`config.mk`:
```
export PLATFORM = sky130hd
export DESIGN_NAME = spi_fifo_slave
export DESIGN_NICKNAME = d
export VERILOG_FILES = /design/src/rtl/spi_fifo_slave_pkg.sv /design/src/rtl/spi_slv_sync.sv /design/src/rtl/spi_slv_fifo.sv /design/src/rtl/spi_slv_engine.sv /design/src/rtl/spi_fifo_slave.sv
export SDC_FILE = /design/constraint.sdc
export NUM_CORES = 1
export LEC_CHECK = 0
export BUFFER_PORTS_ARGS = -buffer_cell sky130_fd_sc_hd__buf_2
export CORE_MARGIN = 4
export CORE_UTILIZATION = 40
export DETAILED_ROUTE_END_ITERATION = 10
export PLACE_DENSITY_LB_ADDON = 0.2
export RECOVER_POWER = 25
export SLEW_MARGIN = 10
export SYNTH_ARGS = -nofsm -noshare
export SYNTH_HDL_FRONTEND = slang
export SYNTH_SLANG_ARGS = --single-unit
```
`constraint.sdc`:
```
create_clock -name clk -period 2.6 [get_ports clk]
set_input_delay 0.52 -clock clk [delete_from_list [all_inputs] [get_ports clk]]
set_output_delay 0.52 -clock clk [all_outputs]
set_load 0.03 [all_outputs]
```
`src/rtl/spi_fifo_slave_pkg.sv`:
```
`timescale 1ns/1ps
package spi_fifo_slave_pkg;
   localparam logic [1:0] ADDR_DATA = 2'd0;
   localparam logic [1:0] ADDR_STAT = 2'd1;
   localparam logic [1:0] ADDR_CFG  = 2'd2;

   localparam int STAT_TXLVL_LSB = 0;
   localparam int STAT_RXLVL_LSB = 3;
   localparam int STAT_UF_BIT    = 6;
   localparam int STAT_OV_BIT    = 7;
   localparam int LVL_FIELD_W    = 3;
endpackage

```
`src/rtl/spi_slv_sync.sv`:
```
`timescale 1ns/1ps
module spi_slv_sync #(
   parameter int               WIDTH     = 3,
   parameter int               STAGES    = 2,
   parameter logic [WIDTH-1:0] RESET_VAL = '0
) (
   input  logic             clk,
   input  logic             rst_n,
   input  logic [WIDTH-1:0] d,
   output logic [WIDTH-1:0] q
);
   generate
      if (STAGES < 2) begin : g_bad
         $error("spi_slv_sync: STAGES must be at least 2");
      end
   endgenerate

   logic [STAGES-1:0][WIDTH-1:0] stg;

   always_ff @(posedge clk or negedge rst_n) begin
      if (!rst_n) begin
         for (int i = 0; i < STAGES; i++) stg[i] <= RESET_VAL;
      end else begin
         stg[0] <= d;
         for (int i = 1; i < STAGES; i++) stg[i] <= stg[i-1];
      end
   end

   assign q = stg[STAGES-1];
endmodule

```
`src/rtl/spi_slv_fifo.sv`:
```
`timescale 1ns/1ps
module spi_slv_fifo #(
   parameter int W     = 8,
   parameter int DEPTH = 4,
   localparam int PTR_W = (DEPTH > 1) ? $clog2(DEPTH) : 1,
   localparam int LVL_W = $clog2(DEPTH + 1)
) (
   input  logic             clk,
   input  logic             rst_n,
   input  logic             push,
   input  logic [W-1:0]     push_data,
   input  logic             pop,
   output logic [W-1:0]     head,
   output logic [LVL_W-1:0] level,
   output logic             full,
   output logic             empty
);
   logic [W-1:0]     mem [DEPTH];
   logic [PTR_W-1:0] wr_ptr, rd_ptr, wr_nxt, rd_nxt;
   logic             push_ok, pop_ok;

   assign full    = (level == LVL_W'(DEPTH));
   assign empty   = (level == '0);
   assign push_ok = push && !full;
   assign pop_ok  = pop && !empty;
   assign head    = mem[rd_ptr];

   generate
      if ((DEPTH & (DEPTH - 1)) == 0) begin : g_pow2
         assign wr_nxt = wr_ptr + PTR_W'(1);
         assign rd_nxt = rd_ptr + PTR_W'(1);
      end else begin : g_wrap
         assign wr_nxt = (wr_ptr == PTR_W'(DEPTH - 1)) ? '0 : wr_ptr + PTR_W'(1);
         assign rd_nxt = (rd_ptr == PTR_W'(DEPTH - 1)) ? '0 : rd_ptr + PTR_W'(1);
      end
   endgenerate

   always_ff @(posedge clk) begin
      if (push_ok) mem[wr_ptr] <= push_data;
   end

   always_ff @(posedge clk or negedge rst_n) begin
      if (!rst_n) begin
         wr_ptr <= '0;
         rd_ptr <= '0;
         level  <= '0;
      end else begin
         if (push_ok) wr_ptr <= wr_nxt;
         if (pop_ok)  rd_ptr <= rd_nxt;
         case ({push_ok, pop_ok})
            2'b10:   level <= level + LVL_W'(1);
            2'b01:   level <= level - LVL_W'(1);
            default: level <= level;
         endcase
      end
   end
endmodule

```
`src/rtl/spi_slv_engine.sv`:
```
`timescale 1ns/1ps
module spi_slv_engine #(
   parameter int W = 8,
   localparam int CNT_W = $clog2(W)
) (
   input  logic         clk,
   input  logic         rst_n,
   input  logic         sclk_s,
   input  logic         mosi_s,
   input  logic         ss_n_s,
   input  logic         zero_en,
   input  logic         tx_empty,
   input  logic [W-1:0] tx_head,
   output logic         tx_pop,
   output logic         uf_evt,
   output logic         rx_push,
   output logic [W-1:0] rx_byte,
   output logic         miso
);
   logic             sclk_d, sel, fall, rise, byte_start;
   logic [CNT_W-1:0] bit_cnt;
   logic [W-1:0]     sh_out, last_tx, load_byte;
   logic [W-2:0]     sh_in;

   assign sel        = !ss_n_s;
   assign fall       = sel && sclk_d && !sclk_s;
   assign rise       = sel && !sclk_d && sclk_s;
   assign byte_start = fall && (bit_cnt == '0);

   assign load_byte = !tx_empty ? tx_head : (zero_en ? '0 : last_tx);
   assign tx_pop    = byte_start && !tx_empty;
   assign uf_evt    = byte_start && tx_empty;
   assign rx_byte   = {sh_in, mosi_s};
   assign rx_push   = rise && (bit_cnt == CNT_W'(W - 1));
   assign miso      = sel && sh_out[W-1];

   always_ff @(posedge clk or negedge rst_n) begin
      if (!rst_n) begin
         sclk_d  <= 1'b1;
         bit_cnt <= '0;
         sh_out  <= '0;
         sh_in   <= '0;
         last_tx <= '0;
      end else begin
         sclk_d <= sclk_s;
         if (!sel) begin
            bit_cnt <= '0;
            sh_out  <= '0;
         end else begin
            if (byte_start) begin
               sh_out  <= load_byte;
               last_tx <= load_byte;
            end else if (fall) begin
               sh_out <= {sh_out[W-2:0], 1'b0};
            end
            if (rise) begin
               sh_in   <= rx_byte[W-2:0];
               bit_cnt <= (bit_cnt == CNT_W'(W - 1)) ? '0 : bit_cnt + CNT_W'(1);
            end
         end
      end
   end
endmodule

```
`src/rtl/spi_fifo_slave.sv`:
```
`timescale 1ns/1ps
module spi_fifo_slave
   import spi_fifo_slave_pkg::*;
#(
   parameter int   FIFO_DEPTH  = 4,
   parameter int   SYNC_STAGES = 2,
   parameter logic ZEN_RESET   = 1'b1,
   localparam int  DW    = 8,
   localparam int  LVL_W = $clog2(FIFO_DEPTH + 1)
) (
   input  logic          clk,
   input  logic          rst_n,
   input  logic          spi_sclk,
   input  logic          spi_ss_n,
   input  logic          spi_mosi,
   output logic          spi_miso,
   input  logic [1:0]    reg_addr,
   input  logic          reg_wr,
   input  logic          reg_rd,
   input  logic [DW-1:0] reg_wdata,
   output logic [DW-1:0] reg_rdata
);
   generate
      if (FIFO_DEPTH < 2 || FIFO_DEPTH > 7) begin : g_bad_depth
         $error("spi_fifo_slave: FIFO_DEPTH must lie in 2..7 to fit the status fields");
      end
   endgenerate

   logic [2:0] pins_s;
   logic       ss_n_s, sclk_s, mosi_s;

   spi_slv_sync #(
      .WIDTH(3), .STAGES(SYNC_STAGES), .RESET_VAL(3'b110)
   ) sync_i (
      .clk(clk), .rst_n(rst_n),
      .d({spi_ss_n, spi_sclk, spi_mosi}),
      .q(pins_s)
   );
   assign {ss_n_s, sclk_s, mosi_s} = pins_s;

   logic             zero_en, uf_q, ov_q;
   logic             tx_push, tx_pop, tx_full, tx_empty;
   logic             rx_push, rx_pop, rx_full, rx_empty;
   logic             uf_evt, stat_rd;
   logic [DW-1:0]    tx_head, rx_head, rx_byte, status;
   logic [LVL_W-1:0] tx_level, rx_level;

   assign tx_push = reg_wr && (reg_addr == ADDR_DATA);
   assign rx_pop  = reg_rd && (reg_addr == ADDR_DATA);
   assign stat_rd = reg_rd && (reg_addr == ADDR_STAT);

   spi_slv_fifo #(.W(DW), .DEPTH(FIFO_DEPTH)) tx_fifo_i (
      .clk(clk), .rst_n(rst_n),
      .push(tx_push), .push_data(reg_wdata), .pop(tx_pop),
      .head(tx_head), .level(tx_level), .full(tx_full), .empty(tx_empty)
   );

   spi_slv_fifo #(.W(DW), .DEPTH(FIFO_DEPTH)) rx_fifo_i (
      .clk(clk), .rst_n(rst_n),
      .push(rx_push), .push_data(rx_byte), .pop(rx_pop),
      .head(rx_head), .level(rx_level), .full(rx_full), .empty(rx_empty)
   );

   spi_slv_engine #(.W(DW)) engine_i (
      .clk(clk), .rst_n(rst_n),
      .sclk_s(sclk_s), .mosi_s(mosi_s), .ss_n_s(ss_n_s),
      .zero_en(zero_en), .tx_empty(tx_empty), .tx_head(tx_head),
      .tx_pop(tx_pop), .uf_evt(uf_evt),
      .rx_push(rx_push), .rx_byte(rx_byte), .miso(spi_miso)
   );

   always_ff @(posedge clk or negedge rst_n) begin
      if (!rst_n) begin
         zero_en <= ZEN_RESET;
         uf_q    <= 1'b0;
         ov_q    <= 1'b0;
      end else begin
         if (reg_wr && (reg_addr == ADDR_CFG)) zero_en <= reg_wdata[0];
         uf_q <= uf_evt | (uf_q & !stat_rd);
         ov_q <= (rx_push & rx_full) | (ov_q & !stat_rd);
      end
   end

   always_comb begin
      status = '0;
      status[STAT_TXLVL_LSB +: LVL_FIELD_W] = LVL_FIELD_W'(tx_level);
      status[STAT_RXLVL_LSB +: LVL_FIELD_W] = LVL_FIELD_W'(rx_level);
      status[STAT_UF_BIT] = uf_q;
      status[STAT_OV_BIT] = ov_q;
   end

   always_comb begin
      case (reg_addr)
         ADDR_DATA: reg_rdata = rx_empty ? '0 : rx_head;
         ADDR_STAT: reg_rdata = status;
         ADDR_CFG:  reg_rdata = {{(DW-1){1'b0}}, zero_en};
         default:   reg_rdata = '0;
      endcase
   end
endmodule

```
# After elaboration in Yosys (flattened, before gate mapping)
# Memories as Yosys holds them, arrays and structs flattened.
# Index checks and enable logic that the tools add are counted.
# op_classes
muxes	16
eq_ne	9
n_addsub	9
reduce_logical	35
bitwise	6
# ops
operator	n
8-bit two-way mux	6
8-bit case mux with 3 select lines	1
1-bit logical AND	17
3-bit case mux with 2 select lines	2
3-bit by 1-bit adder with 3-bit output, second input constant	3
3-bit equality test, second input constant	3
3-bit zero test	3
3-bit two-way mux	3
2-bit by 1-bit adder with 2-bit output, second input constant	4
1-bit zero test	8
2-bit by 1-bit equality test with 1-bit output, second input constant	3
2-bit equality test, second input constant	3
2-bit nonzero test	3
3-bit by 1-bit subtractor with 3-bit output, second input constant	2
1-bit two-way mux	4
2-bit AND reduction	2
1-bit bitwise AND	3
3-bit nonzero test	1
2-bit zero test	1
1-bit OR	2
1-bit NOT	1
# word_totals
in_bits	17
ramBits	64
elab_cells	93
regBits	50
n_memories	2
# mem_list
name	words	word_bits	read_ports	rd_clocked_by_memory_dff	wr	line_no	text
rx_fifo_i.mem	4	8	1	0	1	spi_slv_fifo.sv:18	logic [W-1:0] mem [DEPTH];
tx_fifo_i.mem	4	8	1	0	1	spi_slv_fifo.sv:18	

# Longest topological paths before layout
# logic_depth
depth_word	8
mapped_depth	11

# Cells and area by module
# A second synthesis with hierarchy kept.
# unflattened
cells_unflattened	334
hier_area_um2	5008.6
# modules_own_cells
module	cells_each	seq_area_each_um2	area_per_inst_um2	n_inst
spi_slv_fifo	79	1136.1	1592.8	2
spi_slv_engine	129	676.9	1340.0	1
spi_fifo_slave	38	76.3	305.3	1
spi_slv_sync	9	155.1	177.7	1

# Worst setup path before layout
# No wires, ideal clock.
# synth_timing
path_type	register to register
start	register sync_i.stg (netlist bit sync_i.q[1])
end	register rx_fifo_i.level[2]
t_required_ps	2475
path_slack_ps	279
n_path_buf	1
path_stages_with_launch	10
arrival_time_ps	2195
cell_sequence	dfstp_2 -> nor3b_2 -> and3_1 -> clkbuf_1 -> inv_1 -> ha_1 -> fa_1 -> xnor2_1 -> nor2_1 -> xor2_1
# synth_between
elab_chain_cells	5
# synth_rtl
item	line_no	text
from (decl)	spi_slv_sync.sv:18	logic [STAGES-1:0][WIDTH-1:0] stg;
1-bit logical AND *	spi_slv_engine.sv:27	assign rise = sel && !sclk_d && sclk_s;
1-bit logical AND *	spi_slv_engine.sv:34	assign rx_push = rise && (bit_cnt == CNT_W'(W - 1));
1-bit logical AND *	spi_slv_fifo.sv:24	assign push_ok = push && !full;
2-bit by 1-bit equality test with 1-bit output or 2-bit equality test (tied branches)	spi_slv_fifo.sv:50	case ({push_ok, pop_ok})
3-bit case mux with 2 select lines or 2-bit nonzero test (tied branches)	-	
to (signal assigned)	spi_slv_fifo.sv:51	2'b10: level <= level + LVL_W'(1);
to (signal assigned)	spi_slv_fifo.sv:52	2'b01: level <= level - LVL_W'(1);
to (signal assigned)	spi_slv_fifo.sv:53	default: level <= level;
to (decl)	spi_slv_fifo.sv:14	output logic [LVL_W-1:0] level,
# Every way passes the cells marked *; elsewhere a longest branch is shown, timed or not.
# A chain may end at the register's enable or synchronous reset.

# Final worst setup path
# layout_timing
start	register rx_fifo_i.level[0]
end	output port reg_rdata[0]
# layout_between
elab_chain_cells	3
# layout_rtl
item	line_no	text
3-bit zero test	spi_slv_fifo.sv:23	assign empty = (level == '0);
8-bit two-way mux	spi_fifo_slave.sv:94	ADDR_DATA: reg_rdata = rx_empty ? '0 : rx_head;
8-bit case mux with 3 select lines	spi_fifo_slave.sv:93	case (reg_addr)
to (decl)	spi_fifo_slave.sv:21	output logic [DW-1:0] reg_rdata
# Every way passes these cells.

==> qor.yml <==
status: "completed"
finalSetupViolations: 0
synthTopCellsByArea: "edfxtp_1, dfrtp_1, mux4_2, ha_1, dfstp_2"
synth_seq_cells: 114
drc: 0
dieHeight_um: 118
synth_area_um2: 4840
grt.overflow.total: 0
fmax_ghz: 0.398
ys_types: 40
ir_drop_mv: 0.432
tns_ns: 0
cts_buffers: 17
coreArea_um2: 11600
cts_root_buf: "clkbuf_16"
maxCapViolCount: 0
r2r_slack_ns: 0.38
cts_hold_buf: 0
startpoint_type: "register"
start_util: 0.417
crit_buf_inv: 1
relSlewSlack: 0.0675
io_buffers: 25
final_max_slew_viol_count: 0
path_clk_slew_ns: 0.05
grt_max_degree: 31
synth_warnings: 0
cts_buffer_depth: 2
hold_violations: 0
synth-async-reset-ratio: 0.439
syn_avg_cell_area_um2: 16.2
fin_crit_sh: 0.967
synthCells: 299
critPathMaxStageDelay_ns: 0.44
clock_latency_ns: 0.41
gp_congestion: 0.720
ys_seq_area_frac: 0.657
grtUsageTotal: 0.142
period_minus_slack_ns: 2.51
synth_enable_flop_cells: 64
io_pins: 26
wl_per_cell_um: 18.7
crit_arrival_ns: 1.99
first_pass_iters: 4
worst_pin_slew_ns: 1.40
tritoncts: "yes"
crit_path_cell_trace: "or3_1 > and2_2 > a221o_1 > buf_2"
pre_cts_ws_ns: 0.349
cp_top_family: "simple AND/OR/NAND/NOR gates"
grt_pass1_wl_um: 15100
cts-htree-levels: 4
rsz0062_at_grt: "false"
yosysTopAreaCell: "edfxtp_1"
p_leak_nw: 2.23
dominantRegCellSynth: "edfxtp_1"
fill_cells: 1004
dr_total_vias: 2591
syn2layout_area_growth_pct: 18.7
synth_top_area_frac: 0.397
critical_path_class: "register to output port"
fin_worst_skew_ns: 0.0101
synth.most_common_cell: "edfxtp_1"
crit_fanout: 8
endpoint_kind: "output port"
powerDensity_nw_per_um2: 1050
cts.sinks: 114
vias_per_cell: 5.28
ys_top_cells_by_count: "edfxtp_1, dfrtp_1, inv_1"
cp_slowest_cell: "dfrtp_2"
drt_iter0_markers: 166
grt_pass1_vias: 2769
hpwl_um: 6090
fp-row-count: 39
die-area_um2: 13900
hold_path_class: "input pin to register"
antenna-diode-count: 0
nNetsFinal: 367
final.setup.worst_slack_ns: 0.0851
route.antenna.remaining_nets: 0
drive_gt1_frac: 0.282
die_x_um: 118
syn-num-nets: 331
grt_antenna_before_repair: 0
cp.required_ns: 2.08
finalWirelength_um: 9200
[cell usage in the layout, fill, tap and decap left out, types with 3 or more instances in the layout]
cell type,count
dfrtp_1,43
and3_1,3
buf_4,8
edfxtp_1,64
ha_1,13
mux4_2,16
nor2b_1,3
nand3_1,7
clkbuf_1,13
xor2_1,4
nand3b_1,10
buf_2,16
clkbuf_16,17
xnor2_1,8
o2111ai_2,7
nor2_1,4
mux2_2,11
nand2_1,5
dfstp_2,5
nand2b_1,3
nand4_1,10
a22o_1,14
bufinv_16,4
and2_1,8
inv_1,21
[power by group]
group	leakage (nW)	switching [W]	internal [W]
Combinational	0.746	0.000521	0.000565
Sequential	1.20	0.000317	0.00223
Clock	0.290	0.000788	0.00159
[stage by stage]
step / hold slack [ns] / cell area, um^2 / util / cells / total power [W]
after floorplan: 0.224 / 4840 / - / 299 / 0.00333
after global placement: 0.335 / 5140 / 0.443 / 458 / 0.00364
after detailed placement: 0.340 / 5140 / 0.443 / 458 / 0.00367
after CTS: 0.129 / 5750 / 0.495 / 490 / 0.00607
after global routing: 0.192 / 5750 / 0.495 / 491 / 0.00631
final: 0.213 / 5750 / 0.495 / 491 / 0.00602
[metal layers]
layer,wire [um],vias up,GRT usage,share of wire
li1,-,1202,-,-
met1,4390,1353,0.189,0.48
met2,4420,26,0.217,0.48
met3,271,10,0.0452,0.029
met4,117,0,0.0571,0.013
met5,0,-,0,0
[sequential cells by signal, summed over array words and instances (netlist names)]
register	cells
rx_fifo_i.mem	32
tx_fifo_i.mem	32
engine_i.last_tx	8
engine_i.sh_out	8
engine_i.sh_in	7
engine_i.bit_cnt	3
rx_fifo_i.level	3
sync_i.q	3
sync_i.stg	3
tx_fifo_i.level	3
rx_fifo_i.rd_ptr	2
rx_fifo_i.wr_ptr	2
tx_fifo_i.rd_ptr	2
tx_fifo_i.wr_ptr	2
engine_i.sclk_d	1
ov_q	1
uf_q	1
zero_en	1
[worst paths after layout]
kind / startpoint / cells past startpoint / endpoint
max: rx_fifo_i.level[0]$_DFFE_PN0P_ / 4 / reg_rdata[0]
min: spi_ss_n / 1 / sync_i.stg[2]$_DFF_PN1_
max reg2reg: engine_i.bit_cnt[0]$_DFFE_PN0P_ / 10 / tx_fifo_i.level[2]$_DFFE_PN0P_
min reg2reg: sync_i.stg[0]$_DFF_PN0_ / 0 / sync_i.q[0]$_DFF_PN0_
max in group asynchronous: rst_n / 1 / rx_fifo_i.level[0]$_DFFE_PN0P_
min in group asynchronous: rst_n / 1 / engine_i.sh_in[3]$_DFFE_PN0P_
[repair_timing]
| action | 4_1_cts | 5_1_grt |
|---|---|---|
| setup buffers | 0 | 1 |
| endpoints found under the setup margin | 0 | 1 |
| resized for setup | 0 | 2 |
[cell type report]
type / instances / area, um^2 / share of cell area
Clock buffer: 21 / 440 / 0.0766
Clock inverter: 11 / 163 / 0.0283
Inverter: 21 / 78.8 / 0.0137
Multi-Input combinational cell: 147 / 1510 / 0.263
Sequential cell: 114 / 3180 / 0.554
Tap cell: 143 / 179 / 0.0311
Timing Repair Buffer: 34 / 194 / 0.0337
[cells by family (layout without fill, tap and decap cells)]
family / count (synthesis) / in the layout / synth area share
AO/OA/AOI/OAI: 31 / 31 / 0.0651
XOR/XNOR: 12 / 12 / 0.0217
adder cells (fa/ha/maj): 15 / 15 / 0.0419
buffers and inverters: 38 / 87 / 0.0321
flip-flops: 114 / 114 / 0.657
multiplexers: 28 / 28 / 0.102
AND/OR/NAND/NOR: 61 / 61 / 0.0799
No activity file was read; power rests on OpenSTA's default activity.
